`config.mk`:
```
export PLATFORM = sky130hd
export DESIGN_NAME = dual_lane_deser
export DESIGN_NICKNAME = d
export VERILOG_FILES = /design/src/rtl/deser_pkg.sv /design/src/rtl/deser_lane_cap.sv /design/src/rtl/deser_loss_timer.sv /design/src/rtl/deser_ctrl.sv /design/src/rtl/dual_lane_deser.sv
export SDC_FILE = /design/constraint.sdc
export NUM_CORES = 1
export LEC_CHECK = 0
export BUFFER_PORTS_ARGS = -buffer_cell sky130_fd_sc_hd__buf_2
export CAP_MARGIN = 10
export CORE_ASPECT_RATIO = 0.7
export CORE_MARGIN = 5
export CORE_UTILIZATION = 55
export CTS_CLUSTER_DIAMETER = 120
export CTS_CLUSTER_SIZE = 16
export DETAILED_ROUTE_END_ITERATION = 8
export PLACE_DENSITY = 0.72
export SLEW_MARGIN = 10
export SYNTH_ARGS = -nofsm -noshare
export SYNTH_HDL_FRONTEND = slang
export SYNTH_SLANG_ARGS = --single-unit
```
`constraint.sdc`:
```
create_clock -name clk -period 2.51 [get_ports clk]
set_input_delay 0.1255 -clock clk [delete_from_list [all_inputs] [get_ports clk]]
set_output_delay 0.1255 -clock clk [all_outputs]
set_load 0.03 [all_outputs]
```
`src/rtl/deser_pkg.sv`:
```
package deser_pkg;

    typedef enum logic [1:0] {
        ST_OFF  = 2'd0,
        ST_HUNT = 2'd1,
        ST_RUN  = 2'd2,
        ST_LOST = 2'd3
    } rx_state_t;

endpackage

```
`src/rtl/deser_lane_cap.sv`:
```
module deser_lane_cap #(
    parameter int SLOTS  = 7,
    parameter int SLOT_W = 3
) (
    input  logic              clk,
    input  logic              rst_n,
    input  logic              clr,
    input  logic              cap,
    input  logic [SLOT_W-1:0] slot,
    input  logic              din,
    output logic [SLOTS-1:0]  frame_bits
);

    logic [SLOTS-1:0] bits_q;

    // current frame image, including the bit arriving this cycle
    always_comb begin
        frame_bits = bits_q;
        for (int i = 0; i < SLOTS; i++) begin
            if (cap && slot == SLOT_W'(i)) frame_bits[i] = din;
        end
    end

    always_ff @(posedge clk or negedge rst_n) begin
        if (!rst_n)   bits_q <= '0;
        else if (clr) bits_q <= '0;
        else          bits_q <= frame_bits;
    end

endmodule

```
`src/rtl/deser_loss_timer.sv`:
```
module deser_loss_timer #(
    parameter int CNT_W = 8
) (
    input  logic             clk,
    input  logic             rst_n,
    input  logic             clr,
    input  logic             edge_seen,
    input  logic [CNT_W-1:0] limit,
    output logic             lost
);

    logic [CNT_W-1:0] cnt_q;

    always_ff @(posedge clk or negedge rst_n) begin
        if (!rst_n)                 cnt_q <= '0;
        else if (clr || edge_seen)  cnt_q <= '0;
        else if (cnt_q != '1)       cnt_q <= cnt_q + 1'b1;
    end

    assign lost = (cnt_q >= limit);

endmodule

```
`src/rtl/deser_ctrl.sv`:
```
module deser_ctrl
    import deser_pkg::*;
#(
    parameter int SLOTS  = 7,
    parameter int SLOT_W = 3
) (
    input  logic              clk,
    input  logic              rst_n,
    input  logic              en,
    input  logic              rise,
    input  logic              lost,
    input  logic              idle_in,
    output logic              cap,
    output logic              last,
    output logic              frame_idle,
    output logic [SLOT_W-1:0] cur_slot,
    output rx_state_t         st
);

    rx_state_t         st_q, st_d;
    logic              busy_q;
    logic              idle_q;
    logic [SLOT_W-1:0] slot_q;

    // state register
    always_ff @(posedge clk or negedge rst_n) begin
        if (!rst_n) st_q <= ST_OFF;
        else        st_q <= st_d;
    end

    // next state
    always_comb begin
        st_d = st_q;
        unique case (st_q)
            ST_OFF:  if (en) st_d = ST_HUNT;
            ST_HUNT: if (!en) st_d = ST_OFF;
                     else if (rise) st_d = ST_RUN;
            ST_RUN:  if (!en) st_d = ST_OFF;
                     else if (lost && !rise) st_d = ST_LOST;
            ST_LOST: if (!en) st_d = ST_OFF;
                     else if (rise) st_d = ST_RUN;
            default: st_d = ST_OFF;
        endcase
    end

    // outputs
    always_comb begin
        cur_slot   = rise ? '0 : slot_q;
        cap        = en && (st_q != ST_OFF) &&
                     (rise || (busy_q && st_q == ST_RUN));
        last       = cap && (cur_slot == SLOT_W'(SLOTS - 1));
        frame_idle = (rise ? 1'b0 : idle_q) | idle_in;
        st         = st_q;
    end

    // slot tracking within a frame
    always_ff @(posedge clk or negedge rst_n) begin
        if (!rst_n) begin
            busy_q <= 1'b0;
            idle_q <= 1'b0;
            slot_q <= '0;
        end else if (!en) begin
            busy_q <= 1'b0;
            idle_q <= 1'b0;
            slot_q <= '0;
        end else if (cap) begin
            busy_q <= !last;
            idle_q <= frame_idle;
            slot_q <= SLOT_W'(cur_slot + 1'b1);
        end
    end

endmodule

```
`src/rtl/dual_lane_deser.sv`:
```
module dual_lane_deser
    import deser_pkg::*;
#(
    parameter int LANES      = 2,
    parameter int SLOTS      = 7,
    parameter int HIGH_SLOTS = 4,
    parameter int CNT_W      = 8
) (
    input  logic                   clk,
    input  logic                   rst_n,
    input  logic                   en,
    input  logic                   frame_clk,
    input  logic [LANES-1:0]       lane_in,
    input  logic                   lanes_idle,
    input  logic [CNT_W-1:0]       loss_limit,
    output logic [LANES*SLOTS-1:0] data_out,
    output logic                   out_clk
);

    localparam int W      = LANES * SLOTS;
    localparam int SLOT_W = $clog2(SLOTS);
    localparam int OC_W   = $clog2(HIGH_SLOTS + 1);

    logic              fclk_q;
    logic              rise;
    logic              lost;
    logic              cap;
    logic              last;
    logic              frame_idle;
    logic [SLOT_W-1:0] cur_slot;
    rx_state_t         st;
    logic [W-1:0]      assembled;
    logic [OC_W-1:0]   oc_cnt;

    always_ff @(posedge clk or negedge rst_n) begin
        if (!rst_n) fclk_q <= 1'b0;
        else        fclk_q <= frame_clk;
    end

    assign rise = frame_clk && !fclk_q;

    deser_ctrl #(.SLOTS(SLOTS), .SLOT_W(SLOT_W)) u_ctrl (
        .clk        (clk),
        .rst_n      (rst_n),
        .en         (en),
        .rise       (rise),
        .lost       (lost),
        .idle_in    (lanes_idle),
        .cap        (cap),
        .last       (last),
        .frame_idle (frame_idle),
        .cur_slot   (cur_slot),
        .st         (st)
    );

    deser_loss_timer #(.CNT_W(CNT_W)) u_loss (
        .clk       (clk),
        .rst_n     (rst_n),
        .clr       (!en),
        .edge_seen (rise),
        .limit     (loss_limit),
        .lost      (lost)
    );

    for (genvar g = 0; g < LANES; g++) begin : g_lane
        deser_lane_cap #(.SLOTS(SLOTS), .SLOT_W(SLOT_W)) u_cap (
            .clk        (clk),
            .rst_n      (rst_n),
            .clr        (!en),
            .cap        (cap),
            .slot       (cur_slot),
            .din        (lane_in[g]),
            .frame_bits (assembled[g*SLOTS +: SLOTS])
        );
    end

    // output word register
    always_ff @(posedge clk or negedge rst_n) begin
        if (!rst_n)     data_out <= '0;
        else if (!en)   data_out <= '0;
        else if (last)  data_out <= frame_idle ? '1 : assembled;
    end

    // frame-rate output clock: HIGH_SLOTS cycles high from each update
    always_ff @(posedge clk or negedge rst_n) begin
        if (!rst_n) begin
            out_clk <= 1'b0;
            oc_cnt  <= '0;
        end else if (!en) begin
            out_clk <= 1'b0;
            oc_cnt  <= '0;
        end else if (last) begin
            out_clk <= 1'b1;
            oc_cnt  <= OC_W'(1);
        end else if (out_clk) begin
            if (oc_cnt == OC_W'(HIGH_SLOTS)) out_clk <= 1'b0;
            else                             oc_cnt  <= oc_cnt + 1'b1;
        end
    end

endmodule

```
== After elaboration in Yosys (flattened, before gate mapping) ==
Cells that the tools add are included.

* Flip-flop bits (word level): 48
* Input port bits: 15
* Output and inout port bits: 15
* Logic and storage cells: 102

* $add $sub $neg: 3
* Magnitude comparators: 1
* Equal/unequal tests: 18
* Mux-type cells: 43
* Bitwise logic cells: 1
* Reductions and logical operators: 25

{| class="wikitable"
|+ Operators by type and width
! cell !! number
|-
| two-way mux 14 bit || 3
|-
| two-way mux 1 bit || 23
|-
| two-way mux 3 bit || 7
|-
| two-way mux 8 bit || 2
|-
| two-way mux 7 bit || 2
|-
| == test 3 bit, second input constant || 4
|-
| logical AND 1 bit || 12
|-
| two-way mux 2 bit || 5
|-
| inequality test 3 x 2 -> 1 bit, second input constant || 3
|-
| adder 8 x 1 -> 8 bit, second input constant || 1
|-
| >= comparator 8 bit || 1
|-
| inequality test 8 bit, second input constant || 1
|-
| adder 3 x 1 -> 3 bit, second input constant || 2
|-
| == test 3 x 2 -> 1 bit, second input constant || 2
|-
| one-hot mux 2 bit (3 select lines) || 1
|-
| == test 2 bit, second input constant || 2
|-
| logical NOT 1 bit || 4
|-
| inequality test 2 x 1 -> 1 bit, second input constant || 2
|-
| nonzero test 2 bit || 2
|-
| == test 3 x 1 -> 1 bit, second input constant || 1
|-
| logical NOT 3 bit || 1
|-
| inequality test 3 x 1 -> 1 bit, second input constant || 1
|-
| AND reduction 3 bit || 1
|-
| == test 2 x 1 -> 1 bit, second input constant || 1
|-
| other kinds (6) || 7
|}

== Longest topological paths before layout ==
Gate-level depths: netlist of the first run.

* Word-level depth: 9
* Gate-level depth with buffers: 11
* Gate-level depth less buffers: 9

== Modules after synthesis ==
Synthesis of the first run repeated with hierarchy kept, for this count alone.

* Cell total of the unflattened synthesis: 254
* Area, all modules: 2,755.1 µm²

{| class="wikitable"
|+ By module, submodules not included
! module !! times used !! cells an instance !! area an instance (µm²) !! sequential area each (µm²)
|-
| deser_lane_cap || 2 || 36 || 467.9 || 175.2
|-
| dual_lane_deser || 1 || 70 || 783.3 || 475.5
|-
| deser_loss_timer || 1 || 64 || 589.3 || 200.2
|-
| deser_ctrl || 1 || 48 || 446.7 || 175.2
|}

== Worst setup path after synthesis of the first run ==
No wires, ideal clock.

* Kind: reg-to-reg
* From: register fclk_q
* To: register data_out[9]
* Library setup time: 133 ps
* Arrival: 1,754 ps
* Required time: 2,377 ps
* Setup slack: 623 ps
* Stages on the path, launching flop included: 12
* Path buffers: 4
* Period minus slack after synthesis: 1,887 ps
* Path through: dfrtp_1 > nand2b_1 > buf_6 > buf_2 > nand2_1 > inv_1 > ha_1 > and3_1 > buf_4 > buf_4 > a21oi_1 > a211oi_2

* Word-level cells in the longest chain between the ends: 9
* Elaborated cells between the ends (all ways): 16
* Classes of those cells: 3 x eq/ne; 6 x mux; 1 x bitwise; 6 x reduce/logical

{| class="wikitable"
|+ RTL lines
! element !! line !! source
|-
| start, declared || dual_lane_deser.sv:24 || <nowiki>logic fclk_q;</nowiki>
|-
| start signal, assigned || dual_lane_deser.sv:37 || <nowiki>else fclk_q <= frame_clk;</nowiki>
|-
| logical NOT 1 bit (*) || dual_lane_deser.sv:40 || <nowiki>assign rise = frame_clk && !fclk_q;</nowiki>
|-
| logical AND 1 bit (*) || dual_lane_deser.sv:40 ||
|-
| two-way mux 3 bit or logical OR 1 bit (tied branches) || deser_ctrl.sv:48, deser_ctrl.sv:50 ||
|-
| == test 3 x 2 -> 1 bit or logical AND 1 bit (tied branches) || deser_lane_cap.sv:20, deser_ctrl.sv:49 ||
|-
| logical AND 1 bit || deser_lane_cap.sv:20 || <nowiki>if (cap && slot == SLOT_W'(i)) frame_bits[i] = din;</nowiki>
|-
| two-way mux 1 bit || deser_lane_cap.sv:20 ||
|-
| two-way mux 14 bit (2 in a row) || dual_lane_deser.sv:81 || <nowiki>else if (last) data_out <= frame_idle ? '1 : assembled;</nowiki>
|-
| two-way mux 14 bit || dual_lane_deser.sv:80 || <nowiki>else if (!en) data_out <= '0;</nowiki>
|-
| end signal, assigned || dual_lane_deser.sv:81 ||
|-
| end, declared || dual_lane_deser.sv:16 || <nowiki>output logic [LANES*SLOTS-1:0] data_out,</nowiki>
|}

Mark *: on every way between the ends. The rest lies on a longest branch, timed or not. The select of a mux whose other input is x is not followed.
A chain may end at the register's enable or synchronous reset.

== Final worst setup path of the first run ==
* From: input frame_clk
* To: register data_out[3]

* Word-level cells in the longest chain between the ends: 8
* Elaborated cells between the ends (all ways): 15
* Classes of those cells: 3 x eq/ne; 6 x mux; 1 x bitwise; 5 x reduce/logical

{| class="wikitable"
|+ RTL lines
! element !! line !! source
|-
| start, declared || dual_lane_deser.sv:12 || <nowiki>input logic frame_clk,</nowiki>
|-
| logical AND 1 bit (*) || dual_lane_deser.sv:40 ||
|-
| two-way mux 3 bit or logical OR 1 bit (tied branches) || deser_ctrl.sv:48, deser_ctrl.sv:50 ||
|-
| == test 3 x 2 -> 1 bit or logical AND 1 bit (tied branches) || deser_lane_cap.sv:20, deser_ctrl.sv:49 ||
|-
| logical AND 1 bit || deser_lane_cap.sv:20 ||
|-
| two-way mux 1 bit || deser_lane_cap.sv:20 ||
|-
| two-way mux 14 bit (2 in a row) || dual_lane_deser.sv:81 ||
|-
| two-way mux 14 bit || dual_lane_deser.sv:80 ||
|}

Marks and branches as above.

==> metrics.md, run 1 <==
| Metric | Value |
|---|---|
| Detailed Place HPWL | 3545 um |
| Post-synthesis adder-cell area fraction | 8.209% |
| Yosys warnings | 0 |
| Main combinational cell family by area after synthesis | compound AO/OA/AOI/OAI gates |
| Final Critical Period | 2.230 ns |
| DR pass1 iterations | 4 |
| Max Clk Rate | 448.4 MHz |
| Clock slew at reported path FFs | 0.08 ns |
| Post-Syn Area | 2439 um2 |
| Xor and xnor area share after synthesis | 0.7183% |
| Critical Path Fanout Max | 10 |
| Initial core utilization | 56.66% |
| Power per cell area | 488.4 nW/um2 |
| Critical path class | input pin to flip-flop |
| Syn Inst Count | 238 |
| Cts repair resizes | 0 |
| TritonCTS clock tree | yes |
| Ports | 30 |
| # port buffers | 29 |
| Via count | 1796 |
| Tcrit/Tclk final | 88.85% |
| Drt wl/cell | 15.16 um |
| DRC | 0 |
| Antenna violations before repair | 0 |
| ANT nets after route | 0 |
| Max VDD drop | 0.3726 mV |
| Crit. End Element | flip-flop |
| # clock sinks | 46 |
| Std-Cell Rows | 20 |
| Final setup viols | 0 |
| Vias in the first global route | 1707 |
| RSZ-0062 raised after global routing | false |
| Worst Clk Skew | 0.006969 ns |
| Synth cell types | 39 |
| Inst Count DP | 312 |
| Fill count | 363 |
| Min Hold Slack | -0.01101 ns |
| Num CTS Buffers | 5 |
| Clk root buf | clkbuf_8 |
| Via density | 5.613 |
| Postcts setup bufs | 0 |
| Status | complete, but fails checks |
| Die H | 65.71 um |
| Post-synthesis mux area share | 6.978% |
| Worst-margin pin slew | 0.9928 ns |
| Final Hold Vio Count | 16 |
| Compound-Gate Fraction of Synth Area | 17.65% |
| Core Region | 4304 um2 |
| Total GRT Usage | 18.71% |
| Fin nets | 296 |
| Area grow syn2layout | 9.902% |
| Initial detailed-routing violation count | 153 |
| Worst hold path type | input pin to async pin |
| Required time of the critical path | 2.66 ns |
| Routed WL | 4851 um |
| Syn Nets | 269 |
| Seq/Total Area, Yosys | 47.20% |
| Post-Syn Area per Cell | 10.25 um2 |
| Crit path launch | frame_clk |
| Max Root-Sink Buffers | 2 |
| Static leakage | 0.001388 uW |
| Clock Latency Late Sink | 0.29 ns |
| ANT cells | 0 |
| Count of pins over their slew limit | 0 |
| Non-filler instance count after layout | 320 |
| Pin count of the biggest net entering global routing | 47 |
| Flops & latches, synth | 46 |
| Failing checks | hold timing |
| Worst R2R Start | fclk_q |
| RD Place Congestion | 0.8283 |
| Share of layout cells above drive strength 1 | 17.74% |
| Die ar. | 5887 um2 |
| Rel. slew slack | 33.81% |
| Setup_tns | 0 ns |
| Max-Cap Viols | 0 |
| Grt ovf | 0 |
| CTS HTree Levels | 2 |
| First-pass GRT wire length | 8376 um |
| Power Total | 1309 uW |
| Worst Path Arrival | 2.38 ns |
| Horiz. Die Dim | 89.59 um |
| CP startpoint kind | input pin |
| Post-Synth Simple-Gate Area | 13.03% |
-- layer usage --
metal  GRT usage, %  vias to the layer above  part of all wire (%)
li1               -                      912                     -
met1          29.85                      835                    52
met2          24.54                       45                    40
met3          4.637                        4                   6.7
met4          5.204                        0                  0.62
met5              0                        -                     0
-- stage by stage --
| step | utilization (%) | area [um2] | setup WS [ns] |
|---|---|---|---|
| 2_1_floorplan | - | 2439 | 0.6229 |
| 3_3_place_gp | 60.20 | 2591 | 0.4654 |
| 3_5_place_dp | 60.20 | 2591 | 0.4402 |
| 4_1_cts | 62.27 | 2680 | 0.2965 |
| 5_1_grt | 62.27 | 2680 | 0.02294 |
| 6_report | 62.27 | 2680 | 0.2798 |
-- cell type report --
type | count | area [um2] | area share, %
multi-input combinational | 161 | 1136 | 42.39
clock buffer | 5 | 68.82 | 2.568
inverter | 18 | 67.56 | 2.521
timing repair buffer | 33 | 177.7 | 6.629
tap | 55 | 68.82 | 2.568
clock inverter | 2 | 10.01 | 0.3735
sequential | 46 | 1151 | 42.95
-- cell families after synthesis --
group	after synthesis
compound gates	62
mux	17
flops	46
xor+xnor	2
simple gates	64
fa+ha+maj	16
buf+inv	31
-- worst paths after layout --
check,to,slack (ns),cells past startpoint
setup / recovery,data_out[3],0.28,11
hold / removal,u_ctrl.st[1],-0.01,1
setup reg to reg,data_out[3],0.43,9
hold reg to reg,u_loss.cnt_q[3],0.53,1
max in group asynchronous,data_out[2],1.91,1
min in group clk,g_lane[1].u_cap.bits_q[3],0.17,3
-- placed cells by master, fill, tap and decap left out, types with 7 or more instances in the layout --
master,count
dfrtp_1,46
buf_2,29
a21oi_1,21
nand2_1,18
inv_1,18
nor2_1,18
mux2i_1,17
ha_1,16
a311oi_1,8
nand3_1,7
a31oi_1,7
a211oi_1,7
-- sequential cells by signal, summed over array words and instances (netlist names) --
signal and flops:
fclk_q 1, u_loss.cnt_q 8, out_clk 1, oc_cnt 3, g_lane.u_cap.bits_q 12, u_ctrl.busy_q 1, u_ctrl.st 2, u_ctrl.slot_q 3
data_out 14, u_ctrl.idle_q 1
-- power by group --
group	internal [uW]	total, uW	switching [uW]
sequential	752	763	10.9
clock	187	416	229
combinational	45.3	129	83.9
total	985	1310	324
-- Yosys cell counts, drive strengths merged --
library cell | n | area (um2)
and4b | 1 | 10.01
a21o | 2 | 15.01
nor4 | 1 | 6.260
o21a | 2 | 15.01
a311oi | 8 | 70.07
o211ai | 4 | 30.03
inv | 18 | 67.56
mux2i | 17 | 170.2
dfrtp | 46 | 1151
o21ai | 4 | 23.77
nand2b | 2 | 20.02
nand3 | 7 | 35.03
buf | 8 | 65.05
and3 | 5 | 31.28
o21bai | 1 | 7.510
nor2 | 19 | 78.82
xnor2 | 2 | 17.52
and2 | 1 | 6.260
nor3 | 2 | 10.01
nand4 | 5 | 31.28
or2 | 1 | 6.260
a21oi | 22 | 121.4
a21boi | 2 | 15.01
a211oi | 9 | 77.57
ha | 16 | 200.2
nand2 | 18 | 67.56
clkbuf | 5 | 18.77
a31oi | 7 | 43.79
and4 | 1 | 8.760
nor2b | 1 | 6.260
o221a | 1 | 11.26
-- critical path, stage by stage --
cell and delay (ns):
dlygate4sd3_1 0.53, buf_2 0.14, nand2b_1 0.26, nand2_1 0.16
inv_1 0.13, ha_1 0.16, ha_1 0.13, inv_1 0.04
a211oi_2 0.29, mux2i_1 0.28, a311oi_1 0.12
-- repair_timing --
item | CTS | global route
hold buffers | 1 | 0
hold endpoints to repair | 1 | 0
setup endpoints to repair | 0 | 0
Note: power is estimated with default switching activity, not from simulation.
==> inputs of run 2 (changes only) <==
- CORE_ASPECT_RATIO: 0.7 -> 0.9
- RECOVER_POWER: not set -> 100
- SLEW_MARGIN: 10 -> 20
==> metrics.md, run 2 (synthesized netlist as in run 1, its figures left out) <==
| Metric | Value |
|---|---|
| Status | complete, no violations |
| Final setup viols | 0 |
| P_int | 990.0 uW |
| Most frequent cells in the layout | 46 x dfrtp_1, 21 x a21oi_1, 19 x clkbuf_1 |
| Drt wl/cell | 15.61 um |
| Clock group share of total power | 32.3% |
| Max VDD drop | 0.2940 mV |
| Share of layout cells above drive strength 1 | 9.774% |
| # port buffers | 29 |
| Core Region | 4374 um2 |
| Worst hold path type | input pin to flip-flop |
| P_sw | 329.4 uW |
| Die ar. | 5868 um2 |
| Worst-margin pin slew | 1.135 ns |
| Min Hold Slack | 0.1904 ns |
| Tcrit/Tclk final | 85.54% |
| Via count | 1865 |
| CTS HTree Levels | 2 |
| Final Critical Period | 2.147 ns |
| Critical Path Fanout Max | 3 |
| Largest Register | data_out |
| Static leakage | 0.001313 uW |
| Num CTS Buffers | 5 |
| Max Root-Sink Buffers | 2 |
| Area grow syn2layout | 8.979% |
| RSZ-0062 raised after global routing | false |
| Fin nets | 297 |
| Final core utilization | 60.76% |
| RD Place Congestion | 0.7873 |
| Power per cell area | 496.5 nW/um2 |
| Critical path endpoint | data_out[3] |
| Max FFs per register | 14 |
| Setup_tns | 0 ns |
| ANT nets after route | 0 |
| Largest regs | data_out x14, g_lane.u_cap.bits_q x12, u_loss.cnt_q x8 |
| # clock sinks | 46 |
| Final Hold Vio Count | 0 |
| Part of the power in combinational logic | 9.8% |
| DR pass1 iterations | 4 |
| Pin count of the biggest net entering global routing | 47 |
| Die H | 73.17 um |
| DRC | 0 |
| Reg-to-reg slack, setup | 0.45 ns |
| Reg2reg path depth | 8 |
| Detailed Place HPWL | 3655 um |
| CP startpoint kind | input pin |
| TritonCTS clock tree | yes |
| Count of pins over their slew limit | 0 |
| Commonest non-fill, non-tap cell in the layout | dfrtp_1 |
| Antenna violations before repair | 0 |
| Worst Clk Skew | 0.007870 ns |
| Initial core utilization | 55.75% |
| Horiz. Die Dim | 80.19 um |
| Clock Latency Late Sink | 0.30 ns |
| Placed cell area | 2600 um2 |
| Cts repair resizes | 0 |
| Crit. End Element | flip-flop |
| Critical path class | input pin to flip-flop |
| ANT cells | 0 |
| Crit path launch | frame_clk |
| Via density | 5.686 |
| Rel. slew slack | 24.35% |
| Max-Cap Viols | 0 |
| Vias in the first global route | 1779 |
| Fin area | 2658 um2 |
| Ports | 30 |
| Worst R2R Start | fclk_q |
| Reg-to-Reg End | data_out[3] |
| Total GRT Usage | 18.61% |
| Clk root buf | clkbuf_8 |
| Std-Cell Rows | 23 |
| Initial detailed-routing violation count | 96 |
| Required time of the critical path | 2.65 ns |
| Switching share of power | 24.96% |
| Max Clk Rate | 465.7 MHz |
| Fill count | 379 |
| Sequential power share | 57.9% |
| Worst Path Arrival | 2.29 ns |
| Grt ovf | 0 |
| Routed WL | 5119 um |
| Power Total | 1319 uW |
| First-pass GRT wire length | 8487 um |
| Clock slew at reported path FFs | 0.08 ns |
[run 2: changes by cell type in the layout (fill, tap and decap cells not counted), sizes merged]
cell	before	now
clkbuf	5	25
clkinv	2	0
dlygate4sd3	1	2
buf	32	14
[run 2: final cells by class]
cell class	instances	area (um2)	area share (%)
Inverter	18	67.56	2.542
Multi-Input combinational cell	161	1121	42.18
Timing Repair Buffer	34	163.9	6.168
Sequential cell	46	1151	43.31
Tap cell	62	77.57	2.919
Clock buffer	7	76.32	2.872
[run 2: worst min-delay path by stage]
stage / from / end / slack (ns) / cells past startpoint
2_1_floorplan: rst_n / data_out[0] / -0.17 / 0
3_3_place_gp: frame_clk / fclk_q / 0.27 / 1
3_5_place_dp: frame_clk / fclk_q / 0.26 / 1
4_1_cts: rst_n / oc_cnt[1] / 0.02 / 1
5_1_grt: lane_in[1] / g_lane[1].u_cap.bits_q[3] / 0.20 / 3
6_report: lane_in[1] / g_lane[1].u_cap.bits_q[3] / 0.19 / 3
[run 2: what timing repair did]
item	CTS	global route
setup buffers	0	0
endpoints found under the hold margin	1	46
hold buffers	1	1
[run 2: worst max-delay path, stage by stage]
cell and delay (ns):
dlygate4sd3_1 0.54, clkbuf_1 0.12, nand2b_1 0.11, nand2_1 0.11
inv_1 0.11, ha_1 0.16, ha_1 0.13, inv_1 0.03
a211oi_1 0.40, mux2i_1 0.32, a311oi_1 0.12
[run 2: power by group through the flow]
stage                     logic, uW  clock network (uW)  registers [uW]
after detailed placement        130                   0             779
after floorplan                83.0                   0             776
after CTS                       131                 433             764
final                           129                 426             764
after global placement          126                   0             778
after global routing            147                 459             766
[run 2: layer usage]
metal / track usage, % / vias up / routed length, um
met1: 26.85 / 920 / 2419
met3: 3.457 / 8 / 209
met5: 0 / - / 0
met2: 28.31 / 31 / 2415
li1: - / 906 / -
met4: 6.191 / 0 / 74
[run 2: stage by stage]
| step | instances | setup slack [ns] |
|---|---|---|
| 6_report | 328 | 0.3629 |
| 5_1_grt | 328 | 0.1821 |
| 4_1_cts | 327 | 0.4977 |
| 3_5_place_dp | 319 | 0.6269 |
| 3_3_place_gp | 319 | 0.7358 |
| 2_1_floorplan | 238 | 0.6229 |
